$ cat src/rtl/uart_reg_pkg.sv
package uart_reg_pkg;
  localparam int NUM_REGS = 8;
  localparam int IDX_W    = 3;

  localparam logic [IDX_W-1:0] IDX_DATA = 3'd0;
  localparam logic [IDX_W-1:0] IDX_IER  = 3'd1;
  localparam logic [IDX_W-1:0] IDX_IIR  = 3'd2;
  localparam logic [IDX_W-1:0] IDX_LCR  = 3'd3;
  localparam logic [IDX_W-1:0] IDX_MCR  = 3'd4;
  localparam logic [IDX_W-1:0] IDX_LSR  = 3'd5;
  localparam logic [IDX_W-1:0] IDX_MSR  = 3'd6;
  localparam logic [IDX_W-1:0] IDX_SCR  = 3'd7;

  typedef enum logic [2:0] {
    PAR_NONE = 3'd0,
    PAR_ODD  = 3'd1,
    PAR_EVEN = 3'd2,
    PAR_ZERO = 3'd3,
    PAR_ONE  = 3'd4,
    PAR_BAD  = 3'd5
  } parity_e;

  typedef enum logic [1:0] {
    STOP_ONE      = 2'd0,
    STOP_ONE_HALF = 2'd1,
    STOP_TWO      = 2'd2
  } stop_e;

  localparam logic [7:0] LCR_RESET = 8'h03;
  localparam logic [7:0] MSR_VALUE = 8'hB0;
endpackage

$ cat src/rtl/uart_addr_decode.sv
module uart_addr_decode
  import uart_reg_pkg::*;
#(
  parameter int ADDR_W = 6,
  parameter int STRIDE = 1
) (
  input  logic [ADDR_W-1:0] addr,
  output logic [IDX_W-1:0]  idx,
  output logic              hit
);
  localparam int SHIFT = $clog2(STRIDE);

  logic [ADDR_W-1:0] scaled;

  generate
    if (SHIFT == 0) begin : g_unit
      assign scaled = addr;
    end else begin : g_shift
      assign scaled = addr >> SHIFT;
    end
  endgenerate

  assign hit = (scaled < ADDR_W'(NUM_REGS));
  assign idx = scaled[IDX_W-1:0];
endmodule

$ cat src/rtl/uart_frame_decode.sv
module uart_frame_decode
  import uart_reg_pkg::*;
(
  input  logic [7:0] lcr,
  output logic [3:0] data_bits,
  output stop_e      stop_sel,
  output parity_e    parity_sel,
  output logic       break_req,
  output logic       dlab
);
  always_comb begin
    data_bits = 4'd5 + {2'b00, lcr[1:0]};
    if (!lcr[2])             stop_sel = STOP_ONE;
    else if (lcr[1:0] == 2'd0) stop_sel = STOP_ONE_HALF;
    else                     stop_sel = STOP_TWO;
    case (lcr[5:3])
      3'd0:    parity_sel = PAR_NONE;
      3'd1:    parity_sel = PAR_ODD;
      3'd3:    parity_sel = PAR_EVEN;
      3'd5:    parity_sel = PAR_ZERO;
      3'd7:    parity_sel = PAR_ONE;
      default: parity_sel = PAR_BAD;
    endcase
  end

  assign break_req = lcr[6];
  assign dlab      = lcr[7];
endmodule

$ cat src/rtl/uart_irq_ctrl.sv
module uart_irq_ctrl (
  input  logic clk,
  input  logic rst_n,
  input  logic data_wr,
  input  logic ier_wr,
  input  logic ier_wr_tx,
  input  logic tx_en,
  input  logic rx_en,
  input  logic iir_rd,
  input  logic tx_idle,
  input  logic rx_ready,
  input  logic out_gate,
  output logic tx_flag,
  output logic pending,
  output logic irq
);
  logic flag_q, flag_d;
  logic idle_q;
  logic irq_q, irq_d;
  logic arm;

  always_comb begin
    arm     = data_wr | (ier_wr & ier_wr_tx & ~tx_en) | (tx_idle & ~idle_q);
    flag_d  = flag_q;
    if (arm)         flag_d = 1'b1;
    else if (iir_rd) flag_d = 1'b0;
    pending = (tx_en & flag_q) | (rx_en & rx_ready);
    irq_d   = pending & out_gate;
  end

  always_ff @(posedge clk or negedge rst_n) begin
    if (!rst_n) begin
      flag_q <= 1'b0;
      idle_q <= 1'b1;
      irq_q  <= 1'b0;
    end else begin
      flag_q <= flag_d;
      idle_q <= tx_idle;
      irq_q  <= irq_d;
    end
  end

  assign tx_flag = flag_q;
  assign irq     = irq_q;
endmodule

$ cat src/rtl/uart_regfile.sv
module uart_regfile
  import uart_reg_pkg::*;
#(
  parameter int ADDR_W  = 6,
  parameter int STRIDE  = 1,
  parameter bit FIFO_EN = 1'b1
) (
  input  logic              clk,
  input  logic              rst_n,
  input  logic [ADDR_W-1:0] bus_addr,
  input  logic              bus_wr,
  input  logic              bus_rd,
  input  logic [7:0]        bus_wdata,
  output logic [7:0]        bus_rdata,
  input  logic              rx_avail,
  input  logic [7:0]        rx_byte,
  output logic              rx_ack,
  input  logic              tx_idle,
  output logic [7:0]        tx_data,
  output logic              tx_strobe,
  output logic [15:0]       divisor,
  output logic [3:0]        data_bits,
  output logic [1:0]        stop_code,
  output logic [2:0]        parity_code,
  output logic              break_req,
  output logic              irq
);
  localparam logic [15:0] DIV_RESET = 16'd12;

  logic [IDX_W-1:0] idx;
  logic             hit, wr_en, rd_en, dlab, loop_en;
  logic [7:0]       lcr_q, lcr_d, ier_q, ier_d, mcr_q, mcr_d;
  logic [7:0]       fcr_q, fcr_d, scr_q, scr_d;
  logic [15:0]      div_q, div_d;
  logic             lb_valid_q, lb_valid_d;
  logic [7:0]       lb_byte_q, lb_byte_d;
  logic             rx_ready;
  logic [7:0]       rx_sel, iir_val;
  logic             data_wr, data_rd, ier_wr, iir_rd;
  logic             tx_flag, pending;
  stop_e            stop_sel;
  parity_e          parity_sel;

  uart_addr_decode #(.ADDR_W(ADDR_W), .STRIDE(STRIDE)) i_dec (
    .addr(bus_addr), .idx(idx), .hit(hit)
  );

  uart_frame_decode i_frame (
    .lcr(lcr_q), .data_bits(data_bits), .stop_sel(stop_sel),
    .parity_sel(parity_sel), .break_req(break_req), .dlab(dlab)
  );

  assign wr_en    = bus_wr & hit;
  assign rd_en    = bus_rd & hit;
  assign loop_en  = mcr_q[4];
  assign data_wr  = wr_en & (idx == IDX_DATA) & ~dlab;
  assign data_rd  = rd_en & (idx == IDX_DATA) & ~dlab;
  assign ier_wr   = wr_en & (idx == IDX_IER) & ~dlab;
  assign iir_rd   = rd_en & (idx == IDX_IIR);
  assign rx_ready = loop_en ? lb_valid_q : rx_avail;
  assign rx_sel   = loop_en ? lb_byte_q : rx_byte;

  uart_irq_ctrl i_irq (
    .clk(clk), .rst_n(rst_n), .data_wr(data_wr), .ier_wr(ier_wr),
    .ier_wr_tx(bus_wdata[1]), .tx_en(ier_q[1]), .rx_en(ier_q[0]),
    .iir_rd(iir_rd), .tx_idle(tx_idle), .rx_ready(rx_ready),
    .out_gate(mcr_q[3]), .tx_flag(tx_flag), .pending(pending), .irq(irq)
  );

  // next-state logic for the host-written registers
  always_comb begin
    lcr_d      = lcr_q;
    ier_d      = ier_q;
    mcr_d      = mcr_q;
    fcr_d      = fcr_q;
    scr_d      = scr_q;
    div_d      = div_q;
    lb_valid_d = lb_valid_q;
    lb_byte_d  = lb_byte_q;
    if (wr_en) begin
      case (idx)
        IDX_DATA: if (dlab) div_d[7:0] = bus_wdata;
        IDX_IER:  if (dlab) div_d[15:8] = bus_wdata; else ier_d = bus_wdata;
        IDX_IIR:  fcr_d = bus_wdata;
        IDX_LCR:  lcr_d = bus_wdata;
        IDX_MCR:  mcr_d = bus_wdata;
        IDX_SCR:  scr_d = bus_wdata;
        default:  ;
      endcase
    end
    if (data_wr && loop_en) begin
      lb_valid_d = 1'b1;
      lb_byte_d  = bus_wdata;
    end else if (data_rd && loop_en) begin
      lb_valid_d = 1'b0;
    end
  end

  always_ff @(posedge clk or negedge rst_n) begin
    if (!rst_n) begin
      lcr_q      <= LCR_RESET;
      ier_q      <= 8'h00;
      mcr_q      <= 8'h00;
      fcr_q      <= 8'h00;
      scr_q      <= 8'h00;
      div_q      <= DIV_RESET;
      lb_valid_q <= 1'b0;
      lb_byte_q  <= 8'h00;
    end else begin
      lcr_q      <= lcr_d;
      ier_q      <= ier_d;
      mcr_q      <= mcr_d;
      fcr_q      <= fcr_d;
      scr_q      <= scr_d;
      div_q      <= div_d;
      lb_valid_q <= lb_valid_d;
      lb_byte_q  <= lb_byte_d;
    end
  end

  generate
    if (FIFO_EN) begin : g_fifo_id
      assign iir_val = {fcr_q[2:1], 3'b000, rx_ready, tx_flag, ~pending};
    end else begin : g_plain_id
      assign iir_val = {5'b00000, rx_ready, tx_flag, ~pending};
    end
  endgenerate

  // read mux
  always_comb begin
    bus_rdata = 8'h00;
    if (rd_en) begin
      case (idx)
        IDX_DATA: bus_rdata = dlab ? div_q[7:0] : rx_sel;
        IDX_IER:  bus_rdata = dlab ? div_q[15:8] : ier_q;
        IDX_IIR:  bus_rdata = iir_val;
        IDX_LCR:  bus_rdata = lcr_q;
        IDX_MCR:  bus_rdata = mcr_q;
        IDX_LSR:  bus_rdata = {1'b0, 2'b11, 4'b0000, rx_ready};
        IDX_MSR:  bus_rdata = MSR_VALUE;
        default:  bus_rdata = scr_q;
      endcase
    end
  end

  assign rx_ack      = data_rd & ~loop_en;
  assign tx_strobe   = data_wr & ~loop_en;
  assign tx_data     = bus_wdata;
  assign divisor     = div_q;
  assign stop_code   = stop_sel;
  assign parity_code = parity_sel;
endmodule

$ cat config.mk
export PLATFORM = sky130hd
export DESIGN_NAME = uart_regfile
export DESIGN_NICKNAME = d
export VERILOG_FILES = /design/src/rtl/uart_reg_pkg.sv /design/src/rtl/uart_addr_decode.sv /design/src/rtl/uart_frame_decode.sv /design/src/rtl/uart_irq_ctrl.sv /design/src/rtl/uart_regfile.sv
export SDC_FILE = /design/constraint.sdc
export NUM_CORES = 1
export LEC_CHECK = 0
export CORE_AREA = 2 2 92 130
export DETAILED_ROUTE_END_ITERATION = 10
export DIE_AREA = 0 0 94 132
export GPL_ROUTABILITY_DRIVEN = 0
export HOLD_SLACK_MARGIN = 0.02
export MAX_ROUTING_LAYER = met4
export PLACE_DENSITY = 0.6
export SETUP_SLACK_MARGIN = 0.4
export SYNTH_ARGS = -nofsm -noshare
export SYNTH_HDL_FRONTEND = slang
export SYNTH_SLANG_ARGS = --single-unit
$ cat constraint.sdc
create_clock -name clk -period 1.57 [get_ports clk]
set_input_delay 0.157 -clock clk [delete_from_list [all_inputs] [get_ports clk]]
set_output_delay 0.157 -clock clk [all_outputs]
set_load 0.02 [all_outputs]
* Word level (Yosys, flattened, before mapping)
Index checks and enable logic that the tools add are counted.
Widths: inputs -> output; s select.
** Storage, ports and cells
- Input port bits :: 28
- Word-level logic and storage cells :: 77
- Register bits :: 63
- Output and inout bits :: 45
** Cells by class
- Eq/ne operators :: 11
- $lt $le $gt $ge :: 1
- Add/subtract/negate cells :: 1
- Bitwise operators :: 25
- Reduce and logical (&&, ||, !) cells :: 14
- Multiplexer cells :: 13
** Operators by type and width (count)
- $pmux 8 s7 :: 1
- $mux 8 :: 4
- $eq 3x3->1 const B :: 6
- $and 1x1->1 :: 17
- $pmux 3 s5 :: 1
- $eq 3x2->1 const B :: 3
- $reduce_and 3->1 :: 3
- $reduce_and 2->1 :: 4
- $eq 3x1->1 const B :: 2
- $logic_not 3->1 :: 2
- $lt 6x4->1 const B :: 1
- $mux 1 :: 5
- $not 1->1 :: 5
- $add 3x2->4 const A :: 1
- $mux 2 :: 2
- $reduce_bool 2->1 :: 2
- $or 1x1->1 :: 3
- $logic_and 1x1->1 :: 2
- $logic_not 2->1 :: 1

* Depth between registers and ports, before layout
Gate-level depths: netlist of run 1.
- Depth in word-level cells :: 9
- Gate-level depth with buffers :: 6
- Gate-level depth less buffers :: 4

* Cells and area by module
A second synthesis of run 1 with hierarchy kept.
** Unflattened totals
- Cells, all modules :: 285
- Area total of the unflattened synthesis :: 3370.7 um^2
** Modules (own cells, without submodules)
- uart_regfile :: cells an instance 256, times used 1, area an instance 3115.5 um^2
- uart_irq_ctrl :: cells an instance 9, times used 1, area an instance 121.4 um^2
- uart_frame_decode :: cells an instance 16, times used 1, area an instance 101.3 um^2
- uart_addr_decode :: cells an instance 4, times used 1, area an instance 32.5 um^2

* Least setup slack after synthesis of run 1
Ideal clock, no wire load.
- Path type :: register to output
- Start :: reg lcr_q[7]
- End :: out bus_rdata[2]
- Cell stages (with the launch flop) :: 7
- Buffers on the path :: 2
- Arrival :: 1.602 ns
- Slack :: -0.189 ns
- Cells stage by stage :: dfrtp_1 buf_2 or4_1 buf_2 nor2_1 a21oi_1 a31oi_1
** Between the ends
- Longest elaborated chain between the ends :: 3
- Elaborated cells on any way between the ends :: 4
** Ends and longest elaborated chain
- start, declared :: line uart_regfile.sv:32 : logic [7:0] lcr_q, lcr_d, ier_q, ier_d, mcr_q, mcr_d;
- start signal, assigned :: line uart_regfile.sv:110 : lcr_q <= lcr_d;
- $mux 8, on equally long branches :: line uart_regfile.sv:135, uart_regfile.sv:134
- $pmux 8 s7 (*) :: line uart_regfile.sv:133 : case (idx)
- $mux 8 (*) :: line uart_regfile.sv:132 : if (rd_en) begin
- end, declared :: line uart_regfile.sv:14 : output logic [7:0] bus_rdata,
Mark *: on every way between the ends. The rest lies on a longest branch, timed or not.

* Worst setup path after layout of run 1
Same ends and word-level chain as after synthesis.

==> results.sh, run 1 <==
export IMPL_run_status="complete, but fails checks"
export IMPL_violations="negative setup slack"
export IMPL_fmax_mhz=484
export IMPL_post_synth_inst_count=273
export IMPL_drive_above_1_share_pct=66.5
export IMPL_growth_of_design_area_from_synthesis_to_finish_pct=77.5
export IMPL_insertion_delay_ps=330
export IMPL_dp_worst_setup_slack_ps=-969
export IMPL_floorplan_core_area_sq_mm=0.0112
export IMPL_p_clk_share_pct=38.4
export IMPL_postSynthNetCount=303
export IMPL_routed_wirelength_mm=11.7
export IMPL_worstHoldPathType="in -> reg"
export IMPL_cts_htree_levels=3
export IMPL_global_route_overflow_total=0
export IMPL_area_of_the_multi_input_gates_sq_mm=0.00208
export IMPL_yosys_area_share_xor_xnor_pct=0.265
export IMPL_nets=470
export IMPL_critical_path_peak_fanout=6
export IMPL_synth_async_sr_flop_share_pct=100
export IMPL_seq_area_sq_mm=0.00156
export IMPL_netlist_top_cell_by_area="sky130_fd_sc_hd__dfrtp_1"
export IMPL_rsz0062_at_grt="true"
export IMPL_synth_seq_cells=62
export IMPL_number_of_antenna_violations_at_the_first_check_in_global_routing=0
export IMPL_via_count_of_the_first_global_routing_pass=3021
export IMPL_synthesis_area_per_instance_sq_um=12.1
export IMPL_hold_path_startpoint="tx_idle"
export IMPL_synth_largest_type_area_fraction_pct=43.1
export IMPL_power_static_leakage_uw=0.00285
export IMPL_place_port_buffers=72
export IMPL_period_minus_slack_ps=2070
export IMPL_cts_tree="yes"
export IMPL_clock_net_sink_count=62
export IMPL_via_count=2967
export IMPL_maxSlewHeadroom_pct=67.9
export IMPL_yosys_warnings=0
export IMPL_ys_flop_type="sky130_fd_sc_hd__dfrtp_1"
export IMPL_setup_viol_count_final=30
export IMPL_firstDrtPassIters=4
export IMPL_die_height_um=132
export IMPL_synth_top_family_by_area="multiplexers"
export IMPL_yosys_area_share_adder_pct=0.756
export IMPL_initial_utilization_pct=29.5
export IMPL_core_rowCount=46
export IMPL_detail_route_wl_per_cell_um=19.9
export IMPL_cellInternalPower_uw=3830
export IMPL_finalPower_uw=5240
export IMPL_synth_edf_count=0
export IMPL_pin_count_of_the_biggest_net_entering_global_routing=30
export IMPL_final_common_cell="sky130_fd_sc_hd__buf_4"
export IMPL_sequentialPowerShare_pct=35.1
export IMPL_vias_per_cell=5.04
export IMPL_nFillCells=979
export IMPL_crit_required_ps=1410
export IMPL_timing_setup_critical_path_class="reg -> out"
export IMPL_tightestPinTransition_ps=482
export IMPL_sw_frac_of_total_pct=27.0
export IMPL_ir_worst_vdd_uv=547
export IMPL_final_min_period_over_clock_period_pct=132
export IMPL_global_route_usage_total_pct=18.6
export IMPL_fraction_of_the_mapped_netlist_area_in_simple_logic_gates_pct=10.9
export IMPL_synth_compound_area_share_pct=10.1
export IMPL_max_cap_viols=0
export IMPL_synth_mux_area_share_pct=25.6
export IMPL_design_portCount=73
export IMPL_most_common_layout_cells="sky130_fd_sc_hd__buf_4, sky130_fd_sc_hd__dfrtp_1, sky130_fd_sc_hd__buf_6, sky130_fd_sc_hd__mux2_4, sky130_fd_sc_hd__mux2_2"
export IMPL_power_share_combinational_pct=26.5
export IMPL_grt_pass1_wl_mm=16.8
export IMPL_crit_path_end_kind="output pin"
export IMPL_ys_seq_area_share_pct=47.1
export IMPL_worst_setup_hold_path_clk_slew_ps=50
export IMPL_ant_cells=0
export IMPL_finalMaxSlewViolations=0
export IMPL_root_buffer="sky130_fd_sc_hd__clkbuf_16"
export IMPL_detail_route_drc_violations=0
export IMPL_bufs_on_longest_clock_path=2
export IMPL_die_area_sq_mm=0.0124
export IMPL_cp_start_kind="flip-flop"
export IMPL_layout_setup_ws_ps=-496
export IMPL_detailedPlacementHpwl_mm=7.49
export IMPL_number_of_nets_with_antenna_violations_after_routing=0
export IMPL_tritoncts_num_buffers=9
export IMPL_post_synth_main_area_contributors="sky130_fd_sc_hd__dfrtp_1, sky130_fd_sc_hd__mux2_2, sky130_fd_sc_hd__dfstp_2"
export IMPL_die_width_um=94
export IMPL_worstReg2RegStart="lcr_q[7]"
export IMPL_power_switching_uw=1420
export IMPL_hold_viol=0
export IMPL_cp_data_arrival_time_ps=1910
export IMPL_number_of_different_library_cells_in_the_post_synthesis_netlist=44
export IMPL_drt_initial_drc_count=170
export IMPL_timing_critical_path_from="lcr_q[7]"
export IMPL_finClkSkew_ps=4.72
export IMPL_power_density_cell_area_mw_per_mm2=893
export IMPL_syn_area_sq_mm=0.00331
==> power groups by stage <==
stage	Combinational [uW]	Sequential, uW	Clock, uW
after floorplan	530	1850	0
after global placement	1010	1850	0
after detailed placement	1020	1850	0
after CTS	1240	1830	2030
after global routing	1470	1850	2100
final	1390	1840	2020
==> cell type report <==
class | count | share of cell area [%]
clock inverter | 4 | 0.767
timing repair buffer | 176 | 29.2
tap | 144 | 3.07
sequential | 62 | 26.6
multi-input combinational | 184 | 35.4
clock buffer | 12 | 4.37
inverter | 7 | 0.639
==> path summary, 6_finish.rpt <==
check	endpoint	cells after the start	slack [ps]
min in group asynchronous	ier_q[4]	2	320
setup / recovery	bus_rdata[2]	6	-500
hold / removal	i_irq.idle_q	1	280
setup reg to reg	lb_byte_q[2]	8	-250
hold reg to reg	lb_byte_q[4]	1	500
max in group asynchronous	lcr_q[1]	3	710
==> Yosys cell counts, types with 2 or more instances <==
cell                       count
sky130_fd_sc_hd__nand2_2       2
sky130_fd_sc_hd__and2_1        3
sky130_fd_sc_hd__a221oi_1      2
sky130_fd_sc_hd__a31oi_1       6
sky130_fd_sc_hd__dfrtp_1      57
sky130_fd_sc_hd__nand2_1      14
sky130_fd_sc_hd__dfstp_2       5
sky130_fd_sc_hd__a22o_1        4
sky130_fd_sc_hd__nor2_1       11
sky130_fd_sc_hd__clkbuf_1      5
sky130_fd_sc_hd__inv_1         7
sky130_fd_sc_hd__a32oi_1       3
sky130_fd_sc_hd__nand4_4       2
sky130_fd_sc_hd__mux2i_1       7
sky130_fd_sc_hd__nor3_1        2
sky130_fd_sc_hd__a21oi_1      10
sky130_fd_sc_hd__nor2b_1       4
sky130_fd_sc_hd__nand2b_1      2
sky130_fd_sc_hd__mux2_2       68
sky130_fd_sc_hd__nand3_1       2
sky130_fd_sc_hd__nor4b_1       2
sky130_fd_sc_hd__buf_4        10
sky130_fd_sc_hd__a22oi_1       2
sky130_fd_sc_hd__buf_2         4
sky130_fd_sc_hd__a21o_1        4
sky130_fd_sc_hd__a222oi_1      2
sky130_fd_sc_hd__ha_1          2
sky130_fd_sc_hd__o21ai_0      13
sky130_fd_sc_hd__buf_6         3
==> state kept, by name (all words and copies together) (netlist names) <==
| signal | flops |
|---|---|
| i_irq.idle_q | 1 |
| lcr_q | 8 |
| i_irq.tx_flag | 1 |
| scr_q | 8 |
| i_irq.irq | 1 |
| mcr_q | 8 |
| fcr_q | 2 |
| lb_valid_q | 1 |
| ier_q | 8 |
| divisor | 16 |
| lb_byte_q | 8 |
==> worst max-delay path: stages, from the launching register on <==
cell                      delay (ps)
sky130_fd_sc_hd__dfrtp_2         460
sky130_fd_sc_hd__or4_4           450
sky130_fd_sc_hd__buf_8           160
sky130_fd_sc_hd__nor2_1          100
sky130_fd_sc_hd__a21oi_1          60
sky130_fd_sc_hd__a31oi_2         180
sky130_fd_sc_hd__buf_4           170
==> metal layers <==
| layer | vias to the layer above | GRT usage [%] | wire length [um] |
|---|---|---|---|
| met2 | 98 | 30.8 | 6230 |
| met5 | - | - | 0 |
| met1 | 1495 | 21.0 | 4590 |
| li1 | 1345 | - | - |
| met3 | 29 | 3.20 | 483 |
| met4 | 0 | 10.1 | 435 |
==> cell families (layout without fill, tap and decap cells) <==
group,Yosys count,after routing
muxes,76,76
DFF,62,62
and+or+nand+nor,52,54
AOI/OAI and AO/OA,51,51
buffers and inverters,29,199
adders and majority gates,2,2
xor gates and xnor gates,1,1
==> timing repair <==
item | 4_1_cts | 5_1_grt
buffers inserted | 15 | 20
hold buffers | 1 | 0
hold endpoints to repair | 14 | 0
gates resized for setup | 307 | 63
pin swaps | 13 | 11
cloned | 4 | 2
endpoints found under the setup margin | 106 | 89
==> per-stage QoR <==
step	hold slack, ps	TNS [ps]	instance area [sq um]	cells	util (%)
after floorplan	-139	-144	3440	273	-
after global placement	131	-36430	4670	531	41.6
after detailed placement	137	-37680	4670	531	41.6
after CTS	263	-5640	5490	567	48.9
after global routing	292	-7740	5870	589	52.3
final	283	-6370	5870	589	52.3
(Power assumes the default switching activity.)
==> run 2, diff against run 1 <==
--- a/config.mk
+++ b/config.mk
@@ -5,9 +5,10 @@
 export SDC_FILE = /design/constraint.sdc
 export NUM_CORES = 1
 export LEC_CHECK = 0
-export CORE_AREA = 2 2 92 130
+export ABC_CLOCK_PERIOD_IN_PS = 1570
+export CORE_AREA = 2 2 93 131
 export DETAILED_ROUTE_END_ITERATION = 10
-export DIE_AREA = 0 0 94 132
+export DIE_AREA = 0 0 95 133
 export GPL_ROUTABILITY_DRIVEN = 0
 export HOLD_SLACK_MARGIN = 0.02
 export MAX_ROUTING_LAYER = met4
@@ -15,4 +16,5 @@
 export SETUP_SLACK_MARGIN = 0.4
 export SYNTH_ARGS = -nofsm -noshare
 export SYNTH_HDL_FRONTEND = slang
+export SYNTH_HIERARCHICAL = 1
 export SYNTH_SLANG_ARGS = --single-unit
==> results.sh, run 2 <==
export IMPL_run_status="complete, but fails checks"
export IMPL_violations="negative setup slack"
export IMPL_core_rowCount=47
export IMPL_placed_area_sq_mm=0.00517
export IMPL_vias_per_cell=4.90
export IMPL_nets=503
export IMPL_ir_worst_vdd_uv=462
export IMPL_synth_most_common_cell="sky130_fd_sc_hd__dfrtp_1"
export IMPL_hold_viol=0
export IMPL_clock_net_sink_count=62
export IMPL_ant_cells=0
export IMPL_power_density_cell_area_mw_per_mm2=858
export IMPL_setup_viol_count_final=43
export IMPL_finalMaxSlewViolations=0
export IMPL_drive_above_1_share_pct=65.1
export IMPL_synth_largest_type_area_fraction_pct=42.3
export IMPL_nFillCells=942
export IMPL_slowest_stage_cell_crit_path="sky130_fd_sc_hd__dfrtp_2"
export IMPL_period_minus_slack_ps=2160
export IMPL_syn_area_sq_mm=0.00337
export IMPL_critical_path_peak_fanout=3
export IMPL_grt_pass1_wl_mm=17.7
export IMPL_global_route_overflow_total=0
export IMPL_firstDrtPassIters=4
export IMPL_crit_required_ps=1410
export IMPL_worstPathCellList="buf_6 -> mux2_2 -> o211ai_1 -> nand4_1 -> o221a_4 -> buf_6"
export IMPL_netlist_top_cell_by_area="sky130_fd_sc_hd__dfrtp_1"
export IMPL_power_share_combinational_pct=29.2
export IMPL_most_common_layout_cells="sky130_fd_sc_hd__buf_4, sky130_fd_sc_hd__buf_6, sky130_fd_sc_hd__dfrtp_1, sky130_fd_sc_hd__mux2_4, sky130_fd_sc_hd__clkdlybuf4s50_1"
export IMPL_number_of_flip_flops_under_the_largest_register_name=16
export IMPL_power_static_leakage_uw=0.00287
export IMPL_maxSlewHeadroom_pct=67.3
export IMPL_finalSetupTns_ps=-7760
export IMPL_timing_setup_critical_path_class="reg -> out"
export IMPL_fmax_mhz=462
export IMPL_cp_common_cell="sky130_fd_sc_hd__buf_6"
export IMPL_final_common_cell="sky130_fd_sc_hd__buf_4"
export IMPL_sw_frac_of_total_pct=27.0
export IMPL_initial_utilization_pct=29.1
export IMPL_finClkSkew_ps=9.49
export IMPL_synth_edf_count=0
export IMPL_bufs_on_longest_clock_path=2
export IMPL_routed_wirelength_mm=11.7
export IMPL_postSynthNetCount=315
export IMPL_cp_start_kind="flip-flop"
export IMPL_cts_htree_levels=3
export IMPL_global_route_usage_total_pct=19.4
export IMPL_rsz0062_at_grt="true"
export IMPL_critical_path_top_delay_family="compound AO/OA/AOI/OAI gates"
export IMPL_layout_setup_ws_ps=-595
export IMPL_floorplan_core_area_sq_mm=0.0116
export IMPL_synth_async_sr_flop_share_pct=100
export IMPL_post_synth_main_area_contributors="sky130_fd_sc_hd__dfrtp_1, sky130_fd_sc_hd__mux2_2, sky130_fd_sc_hd__dfstp_2"
export IMPL_power_switching_uw=1420
export IMPL_final_min_period_over_clock_period_pct=138
export IMPL_worstHoldPathType="in -> reg"
export IMPL_synth_seq_cells=62
export IMPL_synthesis_area_per_instance_sq_um=11.8
export IMPL_max_cap_viols=0
export IMPL_die_height_um=133
export IMPL_cts_tree="yes"
export IMPL_worst_setup_hold_path_clk_slew_ps=50
export IMPL_via_count_of_the_first_global_routing_pass=3205
export IMPL_number_of_nets_with_antenna_violations_after_routing=0
export IMPL_final_area_sq_mm=0.00613
export IMPL_number_of_antenna_violations_at_the_first_check_in_global_routing=0
export IMPL_cp_data_arrival_time_ps=2010
export IMPL_drt_initial_drc_count=152
export IMPL_root_buffer="sky130_fd_sc_hd__clkbuf_16"
export IMPL_pin_count_of_the_biggest_net_entering_global_routing=63
export IMPL_growth_of_design_area_from_synthesis_to_finish_pct=81.9
export IMPL_detailedPlacementHpwl_mm=7.91
export IMPL_design_portCount=73
export IMPL_sequentialPowerShare_pct=35.0
export IMPL_place_port_buffers=72
export IMPL_yosys_warnings=6
export IMPL_detail_route_drc_violations=0
export IMPL_cellInternalPower_uw=3840
export IMPL_p_clk_share_pct=35.8
export IMPL_tightestPinTransition_ps=486
export IMPL_via_count=3053
export IMPL_die_width_um=95
export IMPL_synth_cells_most_frequent="sky130_fd_sc_hd__dfrtp_1, sky130_fd_sc_hd__mux2_2, sky130_fd_sc_hd__nand2_1"
export IMPL_ys_flop_type="sky130_fd_sc_hd__dfrtp_1"
export IMPL_die_area_sq_mm=0.0126
export IMPL_insertion_delay_ps=340
export IMPL_tritoncts_num_buffers=9
export IMPL_detail_route_wl_per_cell_um=18.8
export IMPL_ys_seq_area_share_pct=46.2
export IMPL_cp_num_buf_inv=2
export IMPL_post_synth_inst_count=285
export IMPL_cp_slowest_stage_delay_ps=400
export IMPL_number_of_different_library_cells_in_the_post_synthesis_netlist=52
export IMPL_crit_path_end_kind="output pin"
run 2: repair_timing:
action                                  4_1_cts  5_1_grt
resized for setup                           298       43
endpoints found under the setup margin      106       90
endpoints found under the hold margin        57        0
setup buffers                                19       15
gates cloned                                  1        2
pin swaps                                    31       13
hold buffers                                  1        0
run 2: cells by family after synthesis:
logic type	count (synthesis)	share of synthesized area, %
AOI/OAI and AO/OA	42	8.72
xor gates and xnor gates	1	0.260
adders and majority gates	2	0.742
buffers and inverters	34	6.01
DFF	62	46.2
muxes	75	25.5
and+or+nand+nor	69	12.5
run 2: path summary, 6_finish.rpt:
check / start / to / slack (ps) / depth (start not counted)
setup / recovery: mcr_q[4] / bus_rdata[0] / -590 / 6
hold reg to reg: mcr_q[7] / mcr_q[7] / 500 / 1
min in group asynchronous: rst_n / lcr_q[4] / 370 / 3
hold / removal: tx_idle / i_irq/idle_q / 280 / 1
setup reg to reg: lcr_q[7] / lb_byte_q[2] / -170 / 7
max in group asynchronous: rst_n / divisor[2] / 850 / 3
run 2: per-stage QoR:
step | util (%) | setup slack [ps] | hold WS [ps] | total power, uW | std cells
after detailed placement | 44.7 | -923 | 191 | 3040 | 571
after floorplan | - | -145 | -139 | 2490 | 285
after global placement | 44.7 | -926 | 195 | 3020 | 571
final | 52.9 | -595 | 279 | 5260 | 623
after CTS | 50.5 | -547 | 271 | 5150 | 606
after global routing | 52.9 | -618 | 278 | 5470 | 623
run 2: routing by layer:
metal | wire length, um | up-vias | track usage [%]
met3 | 471 | 32 | 2.90
met1 | 4640 | 1521 | 22.8
met5 | 0 | - | -
met2 | 6210 | 88 | 31.8
li1 | - | 1412 | -
met4 | 420 | 0 | 9.74
run 2: area by class of cell:
| type | count | area (sq um) | area share [%] |
|---|---|---|---|
| clock buffer | 12 | 236 | 3.86 |
| sequential | 62 | 1560 | 25.4 |
| timing repair buffer | 202 | 1960 | 31.9 |
| inverter | 8 | 35.0 | 0.571 |
| multi-input combinational | 190 | 2130 | 34.7 |
| clock inverter | 2 | 35.0 | 0.571 |
| tap | 147 | 184 | 3.00 |
run 2: power groups by stage:
| stage | clock network [uW] | logic [uW] | registers (uW) |
|---|---|---|---|
| floorplan | 0 | 630 | 1860 |
| global placement | 0 | 1160 | 1860 |
| detailed placement | 0 | 1180 | 1860 |
| CTS | 1920 | 1400 | 1840 |
| global route | 1980 | 1630 | 1860 |
| finish | 1880 | 1540 | 1840 |
==> run 3, diff against run 2 <==
--- a/config.mk
+++ b/config.mk
@@ -13,7 +13,7 @@
 export HOLD_SLACK_MARGIN = 0.02
 export MAX_ROUTING_LAYER = met4
 export PLACE_DENSITY = 0.6
-export SETUP_SLACK_MARGIN = 0.4
+export SLEW_MARGIN = 20
 export SYNTH_ARGS = -nofsm -noshare
 export SYNTH_HDL_FRONTEND = slang
 export SYNTH_HIERARCHICAL = 1
==> results.sh, run 3 (synthesis results as in run 2) <==
export IMPL_detail_route_drc_violations=0
export IMPL_global_route_usage_total_pct=18.7
export IMPL_cp_data_arrival_time_ps=1940
export IMPL_timing_critical_path_from="mcr_q[4]"
export IMPL_clock_net_sink_count=62
export IMPL_fmax_mhz=476
export IMPL_growth_of_design_area_from_synthesis_to_finish_pct=70.8
export IMPL_number_of_flip_flops_under_the_largest_register_name=16
export IMPL_nets=483
export IMPL_min_to="i_irq/idle_q"
export IMPL_number_of_nets_with_antenna_violations_after_routing=0
export IMPL_crit_path_end_kind="output pin"
export IMPL_die_height_um=133
export IMPL_cts_tree="yes"
export IMPL_worst_setup_hold_path_clk_slew_ps=50
export IMPL_period_minus_slack_ps=2100
export IMPL_hold_path_startpoint="tx_idle"
export IMPL_cp_start_kind="flip-flop"
export IMPL_timing_reg2reg_worst_path_depth=8
export IMPL_detailedPlacementHpwl_mm=7.64
export IMPL_slowest_stage_cell_crit_path="sky130_fd_sc_hd__dfrtp_2"
export IMPL_worstPathCellList="mux2_4 -> a22o_4 -> inv_2 -> a32oi_2 -> nand4_1 -> o221a_2 -> buf_6"
export IMPL_ff2ff_setup_slack_ps=-310
export IMPL_die_area_sq_mm=0.0126
export IMPL_tritoncts_num_buffers=9
export IMPL_core_rowCount=47
export IMPL_routed_wirelength_mm=11.3
export IMPL_drive_above_1_share_pct=57.0
export IMPL_violations="negative setup slack"
export IMPL_via_count_of_the_first_global_routing_pass=3055
export IMPL_cts_htree_levels=3
export IMPL_fin_worst_hold_slack_ps=261
export IMPL_most_common_layout_cells="sky130_fd_sc_hd__buf_4, sky130_fd_sc_hd__dfrtp_1, sky130_fd_sc_hd__mux2_4, sky130_fd_sc_hd__buf_6, sky130_fd_sc_hd__clkdlybuf4s50_1"
export IMPL_vias_per_cell=4.93
export IMPL_hold_viol=0
export IMPL_design_portCount=73
export IMPL_tightestPinTransition_ps=438
export IMPL_global_route_overflow_total=0
export IMPL_finalSetupTns_ps=-8140
export IMPL_pin_count_of_the_biggest_net_entering_global_routing=47
export IMPL_initial_utilization_pct=29.1
export IMPL_power_static_leakage_uw=0.00279
export IMPL_floorplan_core_area_sq_mm=0.0116
export IMPL_worstReg2RegStart="lcr_q[7]"
export IMPL_final_min_period_over_clock_period_pct=134
export IMPL_rsz0062_at_grt="true"
export IMPL_rr_endpoint="ier_q[6]"
export IMPL_setup_viol_count_final=40
export IMPL_worstHoldPathType="in -> reg"
export IMPL_run_status="complete, but fails checks"
export IMPL_ant_cells=0
export IMPL_die_width_um=95
export IMPL_firstDrtPassIters=4
export IMPL_root_buffer="sky130_fd_sc_hd__clkbuf_16"
export IMPL_drt_initial_drc_count=146
export IMPL_ir_worst_vdd_uv=483
export IMPL_final_common_cell="sky130_fd_sc_hd__buf_4"
export IMPL_finClkSkew_ps=3.04
export IMPL_worstHoldPathCells=1
export IMPL_timing_setup_critical_path_class="reg -> out"
export IMPL_max_cap_viols=0
export IMPL_insertion_delay_ps=330
export IMPL_cp_slowest_stage_delay_ps=440
export IMPL_maxSlewHeadroom_pct=70.8
export IMPL_detail_route_wl_per_cell_um=18.6
export IMPL_finalMaxSlewViolations=0
export IMPL_place_port_buffers=72
export IMPL_grt_pass1_wl_mm=17.0
export IMPL_number_of_antenna_violations_at_the_first_check_in_global_routing=0
export IMPL_critical_path_peak_fanout=3
export IMPL_layout_setup_ws_ps=-529
export IMPL_power_density_cell_area_mw_per_mm2=852
export IMPL_via_count=2982
export IMPL_crit_required_ps=1410
export IMPL_bufs_on_longest_clock_path=2
[run 3: cell count changes in the layout (fill, tap and decap cells not counted), moves of 3 or more]
cell / delta
sky130_fd_sc_hd__buf_6: -36
sky130_fd_sc_hd__buf_8: -3
sky130_fd_sc_hd__buf_12: -3
sky130_fd_sc_hd__mux2_4: -12
sky130_fd_sc_hd__mux2_2: +12
sky130_fd_sc_hd__clkdlybuf4s50_1: +13
sky130_fd_sc_hd__buf_2: -3
sky130_fd_sc_hd__dlymetal6s2s_1: +9
sky130_fd_sc_hd__clkdlybuf4s15_1: +3
sky130_fd_sc_hd__nor2_4: -3
[run 3: how the worst max path moves through the flow]
stage	endpoint	slack [ps]	cells past startpoint
2_1_floorplan	bus_rdata[5]	-140	7
3_3_place_gp	bus_rdata[5]	-870	7
3_5_place_dp	bus_rdata[5]	-810	7
4_1_cts	bus_rdata[2]	-570	6
5_1_grt	bus_rdata[2]	-580	6
6_report	bus_rdata[0]	-530	7
[run 3: critical path, delay by kind of cell, from the launching register on]
family	cells	cell delay, ps
buf+inv	2	170
simple gates	1	120
compound gates	3	560
flops	1	440
mux	1	330
[run 3: where the power goes]
part           internal, uW  switching [uW]
combinational           736             597
sequential             1750            96.9
clock                  1060             665
total                  3550            1360
[run 3: per-layer routing]
metal / routed length, um / track usage [%]
met5: 0 / -
met4: 346 / 8.45
met3: 471 / 3.64
met2: 5930 / 30.9
met1: 4510 / 21.6
[run 3: area by class of cell]
type	count	area (sq um)
fill	980	5830
multi-input combinational	190	2020
timing repair buffer	182	1710
sequential	62	1560
clock buffer	14	244
tap	147	184
inverter	8	32.5
clock inverter	2	10.0
[run 3: stage by stage]
stage	utilization, %	area, sq um	total power, uW	instances	worst slack, ps
floorplan	-	3470	2400	285	-144
global placement	41.9	4850	2880	563	-866
detailed placement	41.9	4850	2900	563	-807
CTS	47.7	5530	4820	596	-568
global route	49.7	5760	5100	605	-576
finish	49.7	5760	4900	605	-529
[run 3: what timing repair did]
item / 4_1_cts / 5_1_grt
hold buffers: 1 / 0
hold endpoints to repair: 13 / 0
pin swaps: 29 / 18
resized for setup: 182 / 49
setup buffers: 13 / 10
cloned: 3 / 1
endpoints found under the setup margin: 71 / 55
